## config.mk

```make
export PLATFORM = sky130hd
export DESIGN_NAME = quad_counter
export DESIGN_NICKNAME = d
export VERILOG_FILES = /design/src/rtl/qc_pkg.sv /design/src/rtl/qc_sync.sv /design/src/rtl/qc_decoder.sv /design/src/rtl/qc_capture.sv /design/src/rtl/qc_counter.sv /design/src/rtl/quad_counter.sv
export SDC_FILE = /design/constraint.sdc
export NUM_CORES = 1
export LEC_CHECK = 0
export BUFFER_PORTS_ARGS = -buffer_cell sky130_fd_sc_hd__buf_4
export CORE_ASPECT_RATIO = 1.4
export CORE_MARGIN = 2
export CORE_UTILIZATION = 58
export DETAILED_ROUTE_END_ITERATION = 8
export HOLD_SLACK_MARGIN = 0.03
export PLACE_DENSITY = 0.95
export SYNTH_ARGS = -nofsm -noshare
export SYNTH_HDL_FRONTEND = slang
export SYNTH_SLANG_ARGS = --single-unit
export TNS_END_PERCENT = 30
```

## constraint.sdc

```tcl
create_clock -name clk -period 9.41 [get_ports clk]
set_clock_uncertainty 0.15 [all_clocks]
set_input_delay 1.882 -clock clk [delete_from_list [all_inputs] [get_ports clk]]
set_output_delay 1.882 -clock clk [all_outputs]
set_load 0.01 [all_outputs]
```

## src/rtl/qc_pkg.sv

```systemverilog
package qc_pkg;

    // Control byte bit positions (host-visible encoding)
    localparam int CB_IDX_EN = 0;
    localparam int CB_EXT_EN = 1;
    localparam int CB_PRESET = 2;
    localparam int CB_FAST   = 5;
    localparam logic [7:0] CB_SPARE_MASK = 8'hD8;

    typedef enum logic [1:0] {
        MULT_X4  = 2'd0,
        MULT_X2  = 2'd1,
        MULT_X1  = 2'd2,
        MULT_X4B = 2'd3
    } mult_t;

    // {A,B} level pair as decoder state
    typedef enum logic [1:0] {
        PH_00 = 2'b00,
        PH_01 = 2'b01,
        PH_10 = 2'b10,
        PH_11 = 2'b11
    } phase_t;

    typedef enum logic [1:0] {
        CAP_OFF   = 2'd0,
        CAP_ARMED = 2'd1,
        CAP_HELD  = 2'd2
    } cap_state_t;

    typedef enum logic [1:0] {
        WRAP_CLEAR = 2'd0,
        WRAP_OVER  = 2'd1,
        WRAP_UNDER = 2'd2
    } wrap_state_t;

    // Successor of a phase in the forward (A leads) direction
    function automatic phase_t fwd_next(input phase_t p);
        phase_t n;
        unique case (p)
            PH_00:   n = PH_10;
            PH_10:   n = PH_11;
            PH_11:   n = PH_01;
            PH_01:   n = PH_00;
            default: n = PH_00;
        endcase
        return n;
    endfunction

endpackage

```

## src/rtl/qc_sync.sv

```systemverilog
module qc_sync #(
    parameter int WIDTH  = 1,
    parameter int STAGES = 2
) (
    input  logic             clk,
    input  logic             rst_n,
    input  logic [WIDTH-1:0] d,
    output logic [WIDTH-1:0] q
);
    logic [WIDTH-1:0] chain [STAGES];

    for (genvar g = 0; g < STAGES; g++) begin : g_stage
        if (g == 0) begin : g_first
            always_ff @(posedge clk or negedge rst_n) begin
                if (!rst_n) chain[g] <= '0;
                else        chain[g] <= d;
            end
        end else begin : g_next
            always_ff @(posedge clk or negedge rst_n) begin
                if (!rst_n) chain[g] <= '0;
                else        chain[g] <= chain[g-1];
            end
        end
    end

    assign q = chain[STAGES-1];

endmodule

```

## src/rtl/qc_decoder.sv

```systemverilog
module qc_decoder
    import qc_pkg::*;
(
    input  logic       clk,
    input  logic       rst_n,
    input  logic [1:0] ab_in,
    input  logic       gate,
    input  logic [1:0] mult,
    output logic       step_up,
    output logic       step_dn
);
    phase_t prev_q;
    phase_t cur;
    logic   is_fwd;
    logic   is_rev;
    logic   keep;
    logic   a_moved;

    assign cur = phase_t'(ab_in);

    // State register: last seen phase
    always_ff @(posedge clk or negedge rst_n) begin
        if (!rst_n) prev_q <= PH_00;
        else        prev_q <= cur;
    end

    // Outputs: qualified step pulses
    always_comb begin
        is_fwd  = (cur == fwd_next(prev_q));
        is_rev  = (prev_q == fwd_next(cur));
        a_moved = ab_in[1] ^ prev_q[1];
        unique case (mult_t'(mult))
            MULT_X2:  keep = a_moved;
            MULT_X1:  keep = ((prev_q == PH_00) && (cur == PH_10)) ||
                             ((prev_q == PH_10) && (cur == PH_00));
            MULT_X4,
            MULT_X4B: keep = 1'b1;
            default:  keep = 1'b1;
        endcase
        step_up = is_fwd & keep & ~gate;
        step_dn = is_rev & keep & ~gate;
    end

    // gate blocks every step
    p_gate_stop_r5: assert property (@(posedge clk) disable iff (!rst_n)
        gate |-> !(step_up || step_dn));

    // simultaneous change of both channels never counts
    p_double_jump_r5: assert property (@(posedge clk) disable iff (!rst_n)
        ((ab_in ^ prev_q) == 2'b11) |-> !(step_up || step_dn));

endmodule

```

## src/rtl/qc_capture.sv

```systemverilog
module qc_capture
    import qc_pkg::*;
(
    input  logic clk,
    input  logic rst_n,
    input  logic enable,
    input  logic sig,
    output logic take,
    output logic valid
);
    cap_state_t state_q;
    cap_state_t state_d;
    logic       sig_q;
    logic       rise;

    assign rise = sig & ~sig_q;

    always_comb begin
        state_d = state_q;
        unique case (state_q)
            CAP_OFF:   if (enable) state_d = CAP_ARMED;
            CAP_ARMED: begin
                if (!enable)   state_d = CAP_OFF;
                else if (rise) state_d = CAP_HELD;
            end
            CAP_HELD:  if (!enable) state_d = CAP_OFF;
            default:   state_d = CAP_OFF;
        endcase
    end

    // State register
    always_ff @(posedge clk or negedge rst_n) begin
        if (!rst_n) begin
            state_q <= CAP_OFF;
            sig_q   <= 1'b0;
        end else begin
            state_q <= state_d;
            sig_q   <= sig;
        end
    end

    // Outputs
    always_comb begin
        take  = (state_q == CAP_ARMED) && enable && rise;
        valid = (state_q == CAP_HELD);
    end

    // a capture leaves the valid flag set
    p_take_sets_valid_r9: assert property (@(posedge clk) disable iff (!rst_n)
        take |=> valid);

    // once valid, further edges capture nothing while enabled
    p_first_edge_only_r10: assert property (@(posedge clk) disable iff (!rst_n)
        (valid && enable) |=> (valid && !take));

endmodule

```

## src/rtl/qc_counter.sv

```systemverilog
module qc_counter
    import qc_pkg::*;
#(
    parameter int CNT_W = 16
) (
    input  logic             clk,
    input  logic             rst_n,
    input  logic             step_up,
    input  logic             step_dn,
    input  logic             preset_req,
    input  logic [CNT_W-1:0] preset_val,
    output logic [CNT_W-1:0] count,
    output logic             overflow,
    output logic             underflow,
    output logic             preset_ack
);
    localparam longint unsigned FULL_SPAN = (longint'(1) << CNT_W) - 1;
    localparam logic [CNT_W-1:0] LOW_MARK  = CNT_W'(FULL_SPAN / 3);
    localparam logic [CNT_W-1:0] HIGH_MARK = CNT_W'(2 * (FULL_SPAN / 3));
    localparam logic [CNT_W-1:0] TOP_VAL   = '1;

    logic [CNT_W-1:0] cnt_q, cnt_d;
    wrap_state_t      wrap_q, wrap_d;
    logic             pre_q;
    logic             ack_q, ack_d;
    logic             load;

    assign load = preset_req & ~pre_q;

    always_comb begin
        cnt_d  = cnt_q;
        wrap_d = wrap_q;
        if (load) begin
            cnt_d = preset_val;
        end else if (step_up) begin
            cnt_d = cnt_q + 1'b1;
            unique case (wrap_q)
                WRAP_CLEAR,
                WRAP_UNDER: if (cnt_q == TOP_VAL)  wrap_d = WRAP_OVER;
                WRAP_OVER:  if (cnt_q == LOW_MARK) wrap_d = WRAP_CLEAR;
                default:    wrap_d = WRAP_CLEAR;
            endcase
        end else if (step_dn) begin
            cnt_d = cnt_q - 1'b1;
            unique case (wrap_q)
                WRAP_CLEAR,
                WRAP_OVER:  if (cnt_q == '0)        wrap_d = WRAP_UNDER;
                WRAP_UNDER: if (cnt_q == HIGH_MARK) wrap_d = WRAP_CLEAR;
                default:    wrap_d = WRAP_CLEAR;
            endcase
        end
        ack_d = preset_req & (ack_q | load);
    end

    // State register
    always_ff @(posedge clk or negedge rst_n) begin
        if (!rst_n) begin
            cnt_q  <= '0;
            wrap_q <= WRAP_CLEAR;
            pre_q  <= 1'b0;
            ack_q  <= 1'b0;
        end else begin
            cnt_q  <= cnt_d;
            wrap_q <= wrap_d;
            pre_q  <= preset_req;
            ack_q  <= ack_d;
        end
    end

    // Outputs
    always_comb begin
        count      = cnt_q;
        overflow   = (wrap_q == WRAP_OVER);
        underflow  = (wrap_q == WRAP_UNDER);
        preset_ack = ack_q;
    end

    // without a step or a load the count holds
    p_hold_r5: assert property (@(posedge clk) disable iff (!rst_n)
        (!step_up && !step_dn && !load) |=> $stable(cnt_q));

    // a load takes the preset value and raises the acknowledge
    p_preset_load_r6: assert property (@(posedge clk) disable iff (!rst_n)
        load |=> (cnt_q == $past(preset_val)) && ack_q);

    // up step from the top wraps to zero with the overflow flag
    p_wrap_over_r7: assert property (@(posedge clk) disable iff (!rst_n)
        (step_up && !load && cnt_q == TOP_VAL) |=> (cnt_q == '0) && overflow && !underflow);

    // down step from zero wraps to the top with the underflow flag
    p_wrap_under_r8: assert property (@(posedge clk) disable iff (!rst_n)
        (step_dn && !load && cnt_q == '0) |=> (cnt_q == TOP_VAL) && underflow && !overflow);

endmodule

```

## src/rtl/quad_counter.sv

```systemverilog
module quad_counter
    import qc_pkg::*;
#(
    parameter int CNT_W       = 16,
    parameter int SYNC_STAGES = 2
) (
    input  logic             clk,
    input  logic             rst_n,
    input  logic             enc_a,
    input  logic             enc_b,
    input  logic             enc_index,
    input  logic             latch_in,
    input  logic             gate_in,
    input  logic [1:0]       mult_sel,
    input  logic [7:0]       ctrl_byte,
    input  logic [CNT_W-1:0] preset_value,
    output logic [7:0]       status_byte,
    output logic [CNT_W-1:0] count_value,
    output logic [CNT_W-1:0] latch_value
);
    localparam int N_SYNC = 5;

    logic [N_SYNC-1:0] raw_in, synced;
    logic s_a, s_b, s_idx, s_ext, s_gate;
    logic fast;
    logic idx_en, ext_en, preset_req;
    logic step_up, step_dn;
    logic take_idx, take_ext, valid_idx, valid_ext;
    logic ovf, unf, ack;
    logic [CNT_W-1:0] cnt;
    logic [CNT_W-1:0] latch_q;

    assign raw_in = {gate_in, latch_in, enc_index, enc_a, enc_b};

    qc_sync #(.WIDTH(N_SYNC), .STAGES(SYNC_STAGES)) u_sync (
        .clk   (clk),
        .rst_n (rst_n),
        .d     (raw_in),
        .q     (synced)
    );

    assign {s_gate, s_ext, s_idx, s_a, s_b} = synced;

    // Fast mode masks every control bit other than itself
    assign fast       = ctrl_byte[CB_FAST];
    assign idx_en     = ctrl_byte[CB_IDX_EN] & ~fast;
    assign ext_en     = ctrl_byte[CB_EXT_EN] & ~fast;
    assign preset_req = ctrl_byte[CB_PRESET] & ~fast;

    qc_decoder u_dec (
        .clk     (clk),
        .rst_n   (rst_n),
        .ab_in   ({s_a, s_b}),
        .gate    (s_gate),
        .mult    (mult_sel),
        .step_up (step_up),
        .step_dn (step_dn)
    );

    qc_counter #(.CNT_W(CNT_W)) u_cnt (
        .clk        (clk),
        .rst_n      (rst_n),
        .step_up    (step_up),
        .step_dn    (step_dn),
        .preset_req (preset_req),
        .preset_val (preset_value),
        .count      (cnt),
        .overflow   (ovf),
        .underflow  (unf),
        .preset_ack (ack)
    );

    qc_capture u_cap_idx (
        .clk    (clk),
        .rst_n  (rst_n),
        .enable (idx_en),
        .sig    (s_idx),
        .take   (take_idx),
        .valid  (valid_idx)
    );

    qc_capture u_cap_ext (
        .clk    (clk),
        .rst_n  (rst_n),
        .enable (ext_en),
        .sig    (s_ext),
        .take   (take_ext),
        .valid  (valid_ext)
    );

    // Shared capture register: both sources take the same live count
    always_ff @(posedge clk or negedge rst_n) begin
        if (!rst_n)                    latch_q <= '0;
        else if (take_idx || take_ext) latch_q <= cnt;
    end

    assign count_value = cnt;
    assign latch_value = latch_q;
    assign status_byte = {3'b000, ovf, unf, ack, valid_ext, valid_idx};

    // capture register only moves on a capture event
    p_latch_stable_r9: assert property (@(posedge clk) disable iff (!rst_n)
        !(take_idx || take_ext) |=> $stable(latch_q));

    // fast mode blocks both capture sources
    p_fast_no_capture_r11: assert property (@(posedge clk) disable iff (!rst_n)
        fast |-> !(take_idx || take_ext));

    // spare control bits are held at zero by the host
    p_spare_zero_r11: assert property (@(posedge clk) disable iff (!rst_n)
        $countones(ctrl_byte & CB_SPARE_MASK) == 0);

endmodule

```

# After elaboration in Yosys (flattened, before gate mapping)
# Cells that the tools add are included.
[word_totals]
ram_bits = 0
ff_bits = 54
memories = 0
output_inout_bits = 40
input_bits = 33
word_cells = 110
rom_bits = 0
latch_bits = 0
[classes]
n_lt_le_gt_ge = 0
mul = 0
mux = 24
shift = 0
div = 0
bitwise = 19
reduce_logical = 23
n_eq_ne = 30
addsub = 2
[op_table]
columns = ["op", "count"]
rows = [
  ["two-way mux 16 bit", 3],
  ["== test 16 bit (second input constant)", 2],
  ["two-way mux 2 bit", 14],
  ["== test 2 bit (second input constant)", 9],
  ["adder 16 x 1 -> 16 bit (second input constant)", 1],
  ["== test 16 x 15 -> 1 bit (second input constant)", 1],
  ["zero test 16 bit", 1],
  ["case mux 2 bit (4 select lines)", 2],
  ["subtractor 16 x 1 -> 16 bit (second input constant)", 1],
  ["== test 2 x 1 -> 1 bit (second input constant)", 6],
  ["zero test 2 bit", 6],
  ["case mux 2 bit (3 select lines)", 2],
  ["bitwise AND 1 bit", 11],
  ["inequality test 3 x 2 -> 1 bit (second input constant)", 3],
  ["inequality test 3 bit (second input constant)", 3],
  ["case mux 2 bit (2 select lines)", 2],
  ["logical AND 1 bit", 6],
  ["inverter 1 bit", 6],
  ["AND reduction 3 bit", 2],
  ["AND reduction 6 bit", 1],
  ["OR reduction 2 bit", 3],
  ["== test 2 bit", 2],
  ["inequality test 2 x 1 -> 1 bit (second input constant)", 2],
  ["inequality test 2 bit (second input constant)", 2],
  ["6 further kinds", 7],
]

# Logic depth before layout (Yosys ltp)
[logic_depth]
depth_word = 9
depth_mapped = 13
mapped_depth_nobuf = 13

# Hierarchy
# Synthesis repeated with hierarchy kept, for this count alone.
[hier_totals]
hier_cells = 298
hier_area_um2 = 3096.7
[by_module_without_submodules]
columns = ["module", "seq_area_each_um2", "area_per_inst_um2", "n_inst", "cells_each"]
rows = [
  ["qc_counter", 500.5, 1694.1, 1, 204],
  ["quad_counter", 400.4, 732.0, 1, 46],
  ["qc_sync", 250.2, 287.8, 1, 15],
  ["qc_capture", 75.1, 113.9, 2, 9],
  ["qc_decoder", 50.0, 155.1, 1, 15],
]

# Worst setup path before layout
# No wires, ideal clock.
[synth_timing]
kind = "input port to flip-flop"
from = "input mult_sel[0]"
to = "register u_cnt.cnt_q[12], in the netlist u_cnt.count[12]"
setup_time_ns = 0.122
path_slack_ns = 4.583
t_arrival_ns = 4.555
path_stages = 13
n_path_buf = 0
path_cell_list = "inv_1 -> ha_1 -> or2_2 -> o22ai_1 -> nor3_2 -> inv_1 -> ha_1 -> nor2b_1 -> o2111ai_1 -> a31oi_1 -> a221oi_1 -> mux2i_1 -> nand2_1"
[synth_via]
elab_chain_cells = 7
[synth_lines]
columns = ["element", "line", "source"]
rows = [
  ["start: declaration", "quad_counter.sv:14", "input logic [1:0] mult_sel,"],
  ["== test 2 bit or zero test 2 bit (tied branches)", "qc_decoder.sv:32", "unique case (mult_t'(mult))"],
  ["OR reduction 2 bit", "qc_decoder.sv:32", ""],
  ["case mux 1 bit (3 select lines) (*)", "qc_decoder.sv:32", ""],
  ["bitwise AND 1 bit (2 in series)", "qc_decoder.sv:40", "step_up = is_fwd & keep & ~gate;"],
  ["two-way mux 16 bit", "qc_counter.sv:35", "end else if (step_up) begin"],
  ["two-way mux 16 bit", "qc_counter.sv:33", "if (load) begin"],
  ["end signal: assignment", "qc_counter.sv:63", "cnt_q <= cnt_d;"],
  ["end: declaration", "qc_counter.sv:22", "logic [CNT_W-1:0] cnt_q, cnt_d;"],
]
# Every way passes the cells marked *; elsewhere a longest branch is shown, timed or not.
# A chain may end at the register's enable or synchronous reset.

# Worst setup path in the final report
# Same ends and word-level chain as after synthesis.

==> qor.csv <==
metric;value;unit
clk sinks;54;
Slowest Stage Delay on Critical Path;500;ps
Cell Count, Final, Fillers Out;433;
Top FF cell, synth;dfrtp_1;
Fill cells;367;
area of the core;5160;um2
CP arrival;5350;ps
CTS tree;done;
clk root buf;clkbuf_8;
largest net degree at the start of global routing;55;
vias in the first global route;2503;
area occupied by multi-input gates;1640;um2
Final nets;417;
top post-synthesis cells by area;dfrtp_1, ha_1, mux2_2, nand2_1, a21oi_1;
post-synthesis instance total;308;
post-route design area;3680;um2
initial DRC count;155;
Routed Wire Length;7.32;mm
CP Launch Type;input port;
wire length of the first global-routing pass;12.0;mm
Post-synth ARST share;100;%
post-synthesis mux area share;7.75;%
M1 GR Usage;32.8;%
reported max-cap violation count;0;
XOR/XNOR Fraction of Synth Area;3.95;%
outcome;finished clean;
Clock Tree Buf Depth;2;
maximum VDD drop;0.153;mV
critical-path cell list;buf_4, inv_1, ha_1, nor2b_1, o22ai_1, nor3_2, inv_1, ha_1, nor2b_1, o2111ai_1, a31oi_1, a221oi_1, mux2i_1, nand2_1;
DRT antenna net count;0;
Pleak;0.00174;uW
Worst-path clk slew;90;ps
CP required;9460;ps
TritonCTS Buffers;5;
hpwl dp;5.20;mm
Fmax;189;MHz
Avg WL per Cell;16.9;um
synth warn;0;
placed cells;425;
Yosys top cell area share;43.6;%
I/O Buffers;65;
family with the most delay on the worst path;compound AO/OA/AOI/OAI gates;
cell with the largest stage delay on the worst path;nor3_2;
R2R setup slack;5530;ps
dominant cell type by area after synthesis;dfrtp_1;
Compound-Gate Fraction of Synth Area;17.1;%
# setup viols final;0;
Post-synth EDFFs;0;
Crit Path Class;input port to register;
worst skew pair latency;310;ps
Synth cell types;54;
Post-Synth Adder-Cell Area;7.51;%
final core utilization;71.4;%
Seq/Total Area, Yosys;43.6;%
M2 GR Usage;42.3;%
routed via count;2668;
Avg Vias per Cell;6.16;
share of layout cells above drive strength 1;27.2;%
initial core utilization;60.1;%
setup bufs post-CTS;0;
Post-Synth Simple-Gate Area;15.9;%
Die ar.;5950;um2
number of diodes;0;
min cycle time layout;5300;ps
router iterations before antenna repair;4;
setup TNS;0;ps
Site Rows;31;
Placed Area;3590;um2
initial antenna violation count;0;
area delta synth->final;18.8;%
io pins;73;
Final Max Slew Viols;0;
GP Congestion;0.931;
pwr/cell area;287;nW/um2
Remaining DRCs;0;
Hold Fails Final Rpt;0;
top post-synthesis cells by count;dfrtp_1, nand2_1, nor2_1;
Final period util;56.3;%
Worst slew margin;30.4;%
syn_area_per_cell;10.1;um2
die width;65.8;um
most common cell in the synthesized netlist;dfrtp_1;
Vert. Die Dim;90.5;um
Synth Cell Area;3100;um2
largest family of logic cells by synthesized area;compound AO/OA/AOI/OAI gates;
setup ws final;4110;ps
register area;1350;um2
Worst setup EP type;register;
Buf+Inv Stages, Crit Path;3;
met3 usage in global routing;2.87;%
GRT Total Usage;25.7;%
H-tree Lvls;2;
CTS Hold Bufs;0;
worst-margin pin slew;1040;ps
register bit total from synthesis;54;
worst-path fanout max;15;
Post-CTS Resized;0;
RSZ-0062 raised after global routing;false;
most used routing layer;met2;
Hold WC Path Type;register to register;
Placement Setup Slack;3880;ps
grt total ovfl;0;
## worst paths after layout
path                                  from              end  cells after the start
max reg2reg                u_dec.prev_q[1]  u_cnt.count[12]                     11
max                            mult_sel[0]  u_cnt.count[12]                     14
min reg2reg                u_sync.chain[8]      u_sync.q[3]                      0
max in group asynchronous            rst_n   latch_value[5]                      1
min                        u_sync.chain[8]      u_sync.q[3]                      0
min in group asynchronous            rst_n   latch_value[8]                      1
## where the power goes
part | leakage (uW) | switching (uW) | internal [uW]
registers | 0.000653 | 82.5 | 300
logic | 0.00104 | 276 | 270
clock network | 0.0000441 | 75.9 | 52.4
total | 0.00174 | 435 | 622
## metal layers
layer,wire (um),vias up
met3,393,31
met1,2910,1285
met2,3680,124
met4,330,0
met5,0,-
li1,-,1228
## final cells by class
type | count | share of cell area [%]
Inverter | 8 | 0.815
Multi-Input combinational cell | 231 | 44.4
Clock inverter | 3 | 0.577
Clock buffer | 5 | 1.87
Sequential cell | 54 | 36.7
Timing Repair Buffer | 66 | 13.4
Tap cell | 66 | 2.24
## sequential cells by signal, summed over array words and instances (netlist names)
name / flops
u_sync.chain: 5
u_cap_ext.sig_q: 1
u_cnt.pre_q: 1
u_dec.prev_q: 2
u_sync.q: 5
u_cnt.count: 16
u_cap_idx.sig_q: 1
u_cap_idx.state_q: 2
latch_value: 16
u_cap_ext.state_q: 2
u_cnt.preset_ack: 1
u_cnt.wrap_q: 2
## cell families after synthesis
group,count (synthesis)
adder cells (fa/ha/maj),18
flip-flops,54
buffers and inverters,25
XOR/XNOR,14
other,1
AND/OR/NAND/NOR,94
AO/OA/AOI/OAI,80
multiplexers,22
## layout by cell type (no fill, tap or decap), types with 6 or more instances in the layout
cell and instances:
mux2_2 16, buf_4 66, mux2i_1 6, nand2_1 25, nor2_1 20, dfrtp_1 54, xnor2_1 6, o21a_1 6
a211oi_1 6, xor2_1 8, inv_1 8, a21oi_1 18, nor2b_1 6, ha_1 17, o21ai_0 14, nor3_1 7
nand2b_1 6
## stage by stage
step	hold slack, ps	power [uW]
finish	210	1060
global route	223	1130
CTS	209	1050
detailed placement	186	914
global placement	184	888
floorplan	181	720
(Power assumes the default switching activity.)
